File: config.mk
export PLATFORM = sky130hd
export DESIGN_NAME = sig_window_analyzer
export DESIGN_NICKNAME = d
export VERILOG_FILES = /design/src/rtl/sig_pkg.sv /design/src/rtl/sig_sync.sv /design/src/rtl/sig_edge.sv /design/src/rtl/sig_lfsr.sv /design/src/rtl/sig_window_analyzer.sv
export SDC_FILE = /design/constraint.sdc
export NUM_CORES = 1
export LEC_CHECK = 0
export BUFFER_PORTS_ARGS = -buffer_cell sky130_fd_sc_hd__buf_4
export CAP_MARGIN = 20
export CORE_MARGIN = 2
export CORE_UTILIZATION = 55
export CTS_BUF_LIST = sky130_fd_sc_hd__clkbuf_4 sky130_fd_sc_hd__clkbuf_8
export DETAILED_ROUTE_END_ITERATION = 10
export GPL_ROUTABILITY_DRIVEN = 1
export HOLD_SLACK_MARGIN = 0.12
export PLACE_DENSITY_LB_ADDON = 0.05
export SLEW_MARGIN = 20
export SYNTH_ARGS = -nofsm -noshare
export SYNTH_HDL_FRONTEND = slang
export SYNTH_HIERARCHICAL = 1
export SYNTH_SLANG_ARGS = --single-unit
File: constraint.sdc
create_clock -name clk -period 2.2 [get_ports clk]
set_input_delay 0.11 -clock clk [delete_from_list [all_inputs] [get_ports clk]]
set_output_delay 0.11 -clock clk [all_outputs]
set_load 0.005 [all_outputs]
File: src/rtl/sig_pkg.sv
// Shared constants and the feedback step for the signature analyzer.
// Assumes a right-shifting register where the new bit enters at the top.
package sig_pkg;
    localparam int SIG_W = 16;
    localparam logic [SIG_W-1:0] TAP_MASK = 16'h0291;

    // One shift of the signature register with a new data bit.
    function automatic logic [SIG_W-1:0] sig_next(input logic [SIG_W-1:0] cur,
                                                  input logic din);
        logic fb;
        fb = (^(cur & TAP_MASK)) ^ din;
        return {fb, cur[SIG_W-1:1]};
    endfunction
endpackage

File: src/rtl/sig_sync.sv
// Multi-stage synchronizer for a bundle of independent asynchronous lines.
// Assumes each line is a level that stays put for at least STAGES+1 cycles.
module sig_sync #(
    parameter int W      = 4,
    parameter int STAGES = 2
) (
    input  logic         clk,
    input  logic         rst_n,
    input  logic [W-1:0] async_in,
    output logic [W-1:0] sync_out
);
    logic [W-1:0] stage_q [STAGES];

    genvar g;
    generate
        for (g = 0; g < STAGES; g++) begin : g_stage
            // Shift each stage toward the output.
            always_ff @(posedge clk) begin
                if (!rst_n) stage_q[g] <= '0;
                else        stage_q[g] <= (g == 0) ? async_in : stage_q[(g == 0) ? 0 : g-1];
            end
        end
    endgenerate

    assign sync_out = stage_q[STAGES-1];
endmodule

File: src/rtl/sig_edge.sv
// Per-line edge detector with a selectable polarity for each line.
// Assumes synchronized inputs; a polarity change on a static line makes no edge.
module sig_edge #(
    parameter int N = 3
) (
    input  logic         clk,
    input  logic         rst_n,
    input  logic [N-1:0] level,
    input  logic [N-1:0] fall_sel,
    output logic [N-1:0] edge_hit
);
    logic [N-1:0] prev_q;

    // Remember the previous synchronized level.
    always_ff @(posedge clk) begin
        if (!rst_n) prev_q <= '0;
        else        prev_q <= level;
    end

    genvar g;
    generate
        for (g = 0; g < N; g++) begin : g_pol
            assign edge_hit[g] = fall_sel[g] ? (prev_q[g] & ~level[g])
                                             : (~prev_q[g] & level[g]);
        end
    endgenerate
endmodule

File: src/rtl/sig_lfsr.sv
// Signature register: cleared on request, stepped with a data bit when enabled.
// Also exposes the value it would take this cycle, for latching on close.
module sig_lfsr
    import sig_pkg::*;
(
    input  logic             clk,
    input  logic             rst_n,
    input  logic             clear,
    input  logic             step_en,
    input  logic             din,
    output logic [SIG_W-1:0] state,
    output logic [SIG_W-1:0] state_next
);
    // Value after this cycle's optional step (clear excluded).
    always_comb begin
        state_next = step_en ? sig_next(state, din) : state;
    end

    // Clear has priority over stepping.
    always_ff @(posedge clk) begin
        if (!rst_n)     state <= '0;
        else if (clear) state <= '0;
        else            state <= state_next;
    end
endmodule

File: src/rtl/sig_window_analyzer.sv
// Gated serial signature analyzer top.
// It synchronizes four lines and detects polarity-selected edges on arm, halt
// and strobe. Inside an arm..halt window it folds data bits into the signature
// and latches the result with a one-cycle valid pulse on close.
// Assumes all lines are low while reset is applied.
module sig_window_analyzer
    import sig_pkg::*;
#(
    parameter int SYNC_STAGES = 2
) (
    input  logic             clk,
    input  logic             rst_n,
    input  logic             cfg_arm_fall,
    input  logic             cfg_halt_fall,
    input  logic             cfg_strb_rise,
    input  logic             in_arm,
    input  logic             in_halt,
    input  logic             in_strb,
    input  logic             in_bit,
    output logic [SIG_W-1:0] sig_out,
    output logic             sig_valid
);
    localparam int N_LINES = 4;
    localparam int N_EDGES = 3;

    logic [N_LINES-1:0] lines_s;
    logic [N_EDGES-1:0] edges;
    logic               arm_edge, halt_edge, strb_edge, bit_s;
    logic               gate_q;
    logic               step_en;
    logic [SIG_W-1:0]   lfsr_q, lfsr_nx;

    sig_sync #(.W(N_LINES), .STAGES(SYNC_STAGES)) sync_i (
        .clk      (clk),
        .rst_n    (rst_n),
        .async_in ({in_bit, in_strb, in_halt, in_arm}),
        .sync_out (lines_s)
    );

    sig_edge #(.N(N_EDGES)) edge_i (
        .clk      (clk),
        .rst_n    (rst_n),
        .level    (lines_s[N_EDGES-1:0]),
        .fall_sel ({~cfg_strb_rise, cfg_halt_fall, cfg_arm_fall}),
        .edge_hit (edges)
    );

    assign arm_edge  = edges[0];
    assign halt_edge = edges[1];
    assign strb_edge = edges[2];
    assign bit_s     = lines_s[3];

    // A bit is sampled only in an open window not being restarted.
    assign step_en = gate_q & ~arm_edge & strb_edge;

    sig_lfsr lfsr_i (
        .clk        (clk),
        .rst_n      (rst_n),
        .clear      (arm_edge),
        .step_en    (step_en),
        .din        (bit_s),
        .state      (lfsr_q),
        .state_next (lfsr_nx)
    );

    // Window state: arm opens (or restarts), halt closes an open window.
    always_ff @(posedge clk) begin
        if (!rst_n)                   gate_q <= 1'b0;
        else if (arm_edge)            gate_q <= 1'b1;
        else if (gate_q && halt_edge) gate_q <= 1'b0;
    end

    // Result latch and one-cycle valid pulse on close.
    always_ff @(posedge clk) begin
        if (!rst_n) begin
            sig_out   <= '0;
            sig_valid <= 1'b0;
        end else begin
            sig_valid <= 1'b0;
            if (!arm_edge && gate_q && halt_edge) begin
                sig_out   <= lfsr_nx;
                sig_valid <= 1'b1;
            end
        end
    end
endmodule

# After elaboration in Yosys (flattened, before gate mapping)
# Memories as Yosys holds them, arrays and structs flattened.
# Index checks and enable logic that the tools add are counted.
[op_classes]
n_mux = 11
n_bitwise = 19
n_reduce_logical = 7
[op_table]
columns = ["op", "n"]
rows = [
  ["$mux W16", 1],
  ["$reduce_xor A16 Y1", 1],
  ["$and A1 B1 Y1", 8],
  ["$mux W1", 8],
  ["$mux W4", 2],
  ["$not A1 Y1", 8],
  ["$logic_and A1 B1 Y1", 3],
  ["$or A1 B1 Y1", 2],
  ["$reduce_bool A2 Y1", 1],
  ["$reduce_or A2 Y1", 1],
  ["$logic_not A1 Y1", 1],
  ["$xor A1 B1 Y1", 1],
]
[word_totals]
reg_bits = 37
mem_bits_rw = 8
in_bits = 9
out_inout_bits = 17
wordCells = 43
n_memories = 1
[mem_list]
columns = ["name", "depth", "width", "read_ports", "rd_ports_with_merged_regs", "write_ports", "line_no", "rtl"]
rows = [
  ["sync_i.stage_q", 2, 4, 2, 0, 2, "sig_sync.sv:12", "logic [W-1:0] stage_q [STAGES];"],
]

# Longest topological paths before layout
[logic_depth]
ltp_word = 7
depth_mapped = 10
mapped_depth_nobuf = 9

# Hierarchy
# The synthesis kept the hierarchy.
[modules_own_cells]
columns = ["module", "n_inst", "cells_per_inst", "area_each_um2", "seq_area_each_um2"]
rows = [
  ["sig_window_analyzer", 1, 78, 735.7, 360.3],
  ["sig_lfsr", 1, 58, 676.9, 320.3],
  ["sig_sync", 1, 16, 210.2, 160.2],
  ["sig_edge", 1, 15, 146.4, 60.1],
]

# Least setup slack after synthesis
# Ideal clock, no wire load.
[synth_timing]
path_kind = "register to register"
from = "register edge_i.prev_q[2]"
to = "register lfsr_i.state[8]"
setup_ps = 115
t_arrival_ps = 1584
required_ps = 2085
slack_ps = 501
stages_incl_launch_ff = 8
path_cell_list = "dfxtp_1 nand2b_1 o22ai_2 and3b_2 buf_2 buf_2 mux2_2 and2_1"
[synth_via]
elab_chain_len = 5
word_cells_on_any_way = 6
classes_between = "2 x mux; 4 x bitwise"
[synth_rtl]
columns = ["element", "line_no", "rtl"]
rows = [
  ["from (decl)", "sig_edge.sv:12", "logic [N-1:0] prev_q;"],
  ["from (signal assigned)", "sig_edge.sv:17", "else prev_q <= level;"],
  ["$not A1 Y1", "sig_edge.sv:24", ": (~prev_q[g] & level[g]);"],
  ["$and A1 B1 Y1", "sig_edge.sv:24", ""],
  ["$mux W1 *", "sig_edge.sv:23", "assign edge_hit[g] = fall_sel[g] ? (prev_q[g] & ~level[g])"],
  ["named net edges[2]", "sig_window_analyzer.sv:27", "logic [N_EDGES-1:0] edges;"],
  ["$and A1 B1 Y1 *", "sig_window_analyzer.sv:54", "assign step_en = gate_q & ~arm_edge & strb_edge;"],
  ["named net step_en", "sig_window_analyzer.sv:30", "logic step_en;"],
  ["$mux W16 *", "sig_lfsr.sv:16", "state_next = step_en ? sig_next(state, din) : state;"],
  ["named net lfsr_nx[8]", "sig_window_analyzer.sv:31", "logic [SIG_W-1:0] lfsr_q, lfsr_nx;"],
  ["to (signal assigned)", "sig_lfsr.sv:23", "else state <= state_next;"],
  ["to (decl)", "sig_lfsr.sv:11", "output logic [SIG_W-1:0] state,"],
]
# Mark *: on every way through the listed nets, which the timed path passes. The rest lies on a longest branch.
# A chain may end at the register's enable or synchronous reset.

# Worst setup path after layout
[layout_timing]
from = "register edge_i.prev_q[0]"
to = "register sig_out[15]"
[layout_via]
elab_chain_len = 7
word_cells_on_any_way = 11
classes_between = "2 x mux; 6 x bitwise; 3 x reduce/logical"
[layout_rtl]
columns = ["element", "line_no", "rtl"]
rows = [
  ["$not A1 Y1", "sig_edge.sv:24", ""],
  ["$and A1 B1 Y1", "sig_edge.sv:24", ""],
  ["$mux W1 *", "sig_edge.sv:23", ""],
  ["named net edges[0]", "sig_window_analyzer.sv:27", ""],
  ["$not A1 Y1 *", "sig_window_analyzer.sv:54", ""],
  ["$and A1 B1 Y1 * (2 in a row)", "sig_window_analyzer.sv:54", ""],
  ["named net step_en", "sig_window_analyzer.sv:30", ""],
  ["$mux W16 *", "sig_lfsr.sv:16", ""],
  ["named net lfsr_nx[15]", "sig_window_analyzer.sv:31", ""],
  ["to (signal assigned)", "sig_window_analyzer.sv:81", "sig_out <= lfsr_nx;"],
  ["to (decl)", "sig_window_analyzer.sv:20", "output logic [SIG_W-1:0] sig_out,"],
]
# Marked as above.

==> impl_results.md <==
* Status: finished, final reports clean
* Sw Share at 22.2%
* P&R area growth vs syn at 16.7%
* Std-Cell Rows at 20
* N_diodes at 0
* Worst vdd ir at between 400 and 500 uV
* Leakage Power at around 0.84 nW
* Share of post-route cells with drive strength above 1 at just under 30%
* Die ar. at around 0.0037 mm2
* Number of synthesized flops with an enable pin at 0
* CP startpoint kind: register
* Worst-skew pair later-pin latency at around 0.36 ns
* Mean Syn Cell Area at around 11 um2
* Number of global-route vias before repair at roughly 1100
* Pins Over Slew Limit at 0
* I/O Buffers at 25
* Reg-to-reg critical path startpoint: edge_i/prev_q[0]
* Post-Layout Cell Count at between 200 and 250
* Power density cells at 613 mW/mm2
* Synthesized Nets at 176
* Yosys warns at 6
* TNS Setup at 0 ns
* GPL Wtd Cong at ~0.70
* Fin crit period at around 1.8 ns
* XOR/XNOR Fraction of Synth Area at 1.77%
* Global Route met2 Usage at between 20% and 30%
* Worst-path clk slew at about 0.13 ns
* Worst setup EP type: register
* Worst-Margin Slew at about 0.38 ns
* Largest area contributor in the netlist: dfxtp_1
* # clock sinks at 45
* Worst setup path start: edge_i/prev_q[0]
* Nets at about 210
* Root Driver: clkbuf_4
* Synth Flop Type: dfxtp_1
* IO Count at 26
* #FFs+latches synth at 45
* Tot Pwr at roughly 1.3 mW
* Hold Fails Final Rpt at 0
* DRC viols at 0
* Synth Area in Simple Gates at between 20% and 30%
* Post-synthesis mux area share at a little under a fifth
* CTS tree: built
* Compound-cell area share of the yosys netlist at between 3 and 4%
* Main area contributors after synthesis: dfxtp_1 (51%), mux2_2 (9.5%), and2_1 (9.2%)
* Total gr overflow at 0
* Cell area after layout at 0.00206 mm2
* Initial antenna violation count at 0
* Max frequency at about 0.55 GHz
* Most frequent cells in the layout: dfxtp_1 (45), nand2_1 (35), buf_4 (28)
* CTS Buf Count at 5
* GRT Resource Usage Total at between 10% and 20%
* Critical path type: reg2reg
* Post-CTS resize count at 0
* Clock power share at 30.5%
* Drt pass-1 iters at 4
* Met1 Usage GRT at 22.3%
* Chip Height at between 60 and 70 um
* GRT Max-Usage Layer: met2
* Vias at around 1200
* Internal power at 984 uW
* Pin count of the biggest net entering global routing at between 40 and 50
* Starting DRC count in detailed routing at 25
* Count of different cell masters after synthesis at 23
* Max-cap viol count at 0
* Yosys top cell area share at a little over 50%
* Placed cell areas at between 0.0015 and 0.002 mm2
* Core area at roughly 0.003 mm2
* Layout Skew at about 0.012 ns
* Routed wire per std cell at between 10 and 15 um
* HP Start: cfg_arm_fall
* Crit-path max FO at 18
* Mapped Cells at roughly 170
* Sequential fraction of the synthesis area at between 50% and 60%
* M3 GR Usage at around 7.7%
* Largest family of logic cells by synthesized area: simple AND/OR/NAND/NOR gates
* Fin util at between 60% and 70%
* Die width at roughly 61 um
* Vias per std cell at between 4 and 5
* HP Class: in2reg
* Max Root-Sink Buffers at 2
* Slew headroom at approximately three quarters
* Adder-cell area share of the yosys netlist at 0%
* Final ANT Viol Nets at 0
* Reg power frac at about 65%
* Post-detail-place hpwl at between 1.5 and 2 mm
* NetSw at about 280 uW
* CTS H-tree depth at 2
* Mapped Area at 0.00177 mm2
* Global-route wire length before repair at a little under 5 mm
* Combinational group share of total power at around 4.1%
* Most common cell after layout, fill and taps aside: dfxtp_1
* CP required at approximately 2.5 ns
* Final setup viols at 0
* Starting Density at 58.0%
* RSZ-0062 raised after global routing: false
* Post-route clock period utilization at 83.0%
* CP arrival at approximately 2.1 ns
* Async SR Flop Fraction at 0%
* Placed Cells at 230
* Total wire length at between 2 and 3 mm
## cell families (layout without fill, tap and decap cells)
family,count (synthesis),after routing
xor+xnor,2,2
compound gates,5,5
mux,31,31
buf+inv,11,42
simple gates,73,73
flops,45,45
## worst max-delay path, cell delays in order (launching register included)
cell      delay [ns]
dfxtp_1         0.33
nand2b_1        0.14
o22ai_2         0.19
and3b_2         0.37
and3_4          0.21
or3_1           0.37
nand2_1         0.07
mux2i_1         0.06
## power groups by stage
stage,clock (mW),sequential [mW],combinational (mW)
global route,0.442,0.829,0.0577
finish,0.386,0.828,0.0513
floorplan,0,0.845,0.0292
CTS,0.398,0.828,0.0521
global placement,0,0.846,0.0450
detailed placement,0,0.846,0.0463
## Yosys cell counts (all sizes together) (2+ instances only)
master,instances
dfxtp,45
nand2,35
and2,27
mux2i,16
mux2,15
buf,8
nand2b,3
nor2b,3
o22ai,3
and3b,2
inv,2
## routing by layer
metal | wire, um | vias to the layer above
met2 | 1330 | 17
met3 | 120 | 6
met1 | 1280 | 544
li1 | - | 599
met5 | 0 | -
met4 | 43 | 0
## area by class of cell
cell class                      instances  area (um2)
Fill cell                             263         988
Inverter                                2        7.51
Sequential cell                        45         901
Timing Repair Buffer                   32         250
Multi-Input combinational cell        111         796
Clock inverter                          2        10.0
Tap cell                               44        55.1
Clock buffer                            6        45.0
## flip-flops by register name (all words and copies together), names as in the netlist
signal          count
gate_q              1
edge_i/prev_q       3
sig_out            16
sync_i/stage_q      8
sig_valid           1
lfsr_i/state       16
## metrics by stage
| stage | setup WS (ns) | hold slack, ns |
|---|---|---|
| 6_report | 0.374 | 0.154 |
| 3_5_place_dp | 0.377 | 0.321 |
| 2_1_floorplan | 0.501 | 0.232 |
| 5_1_grt | 0.236 | 0.147 |
| 4_1_cts | 0.356 | 0.145 |
| 3_3_place_gp | 0.438 | 0.318 |
## timing repair
action,CTS,global route
hold buffers,4,0
endpoints found under the hold margin,4,0
setup buffers,0,0
## worst paths after layout
| path | end | slack (ns) | cells after the start |
|---|---|---|---|
| worst max-delay path | sig_out[15] | 0.37 | 7 |
| worst min-delay path | gate_q | 0.15 | 3 |
| worst max register to register | sig_out[15] | 0.37 | 7 |
| worst min register to register | sync_i/stage_q[1][2] | 0.44 | 1 |
No activity file was read; power rests on OpenSTA's default activity.
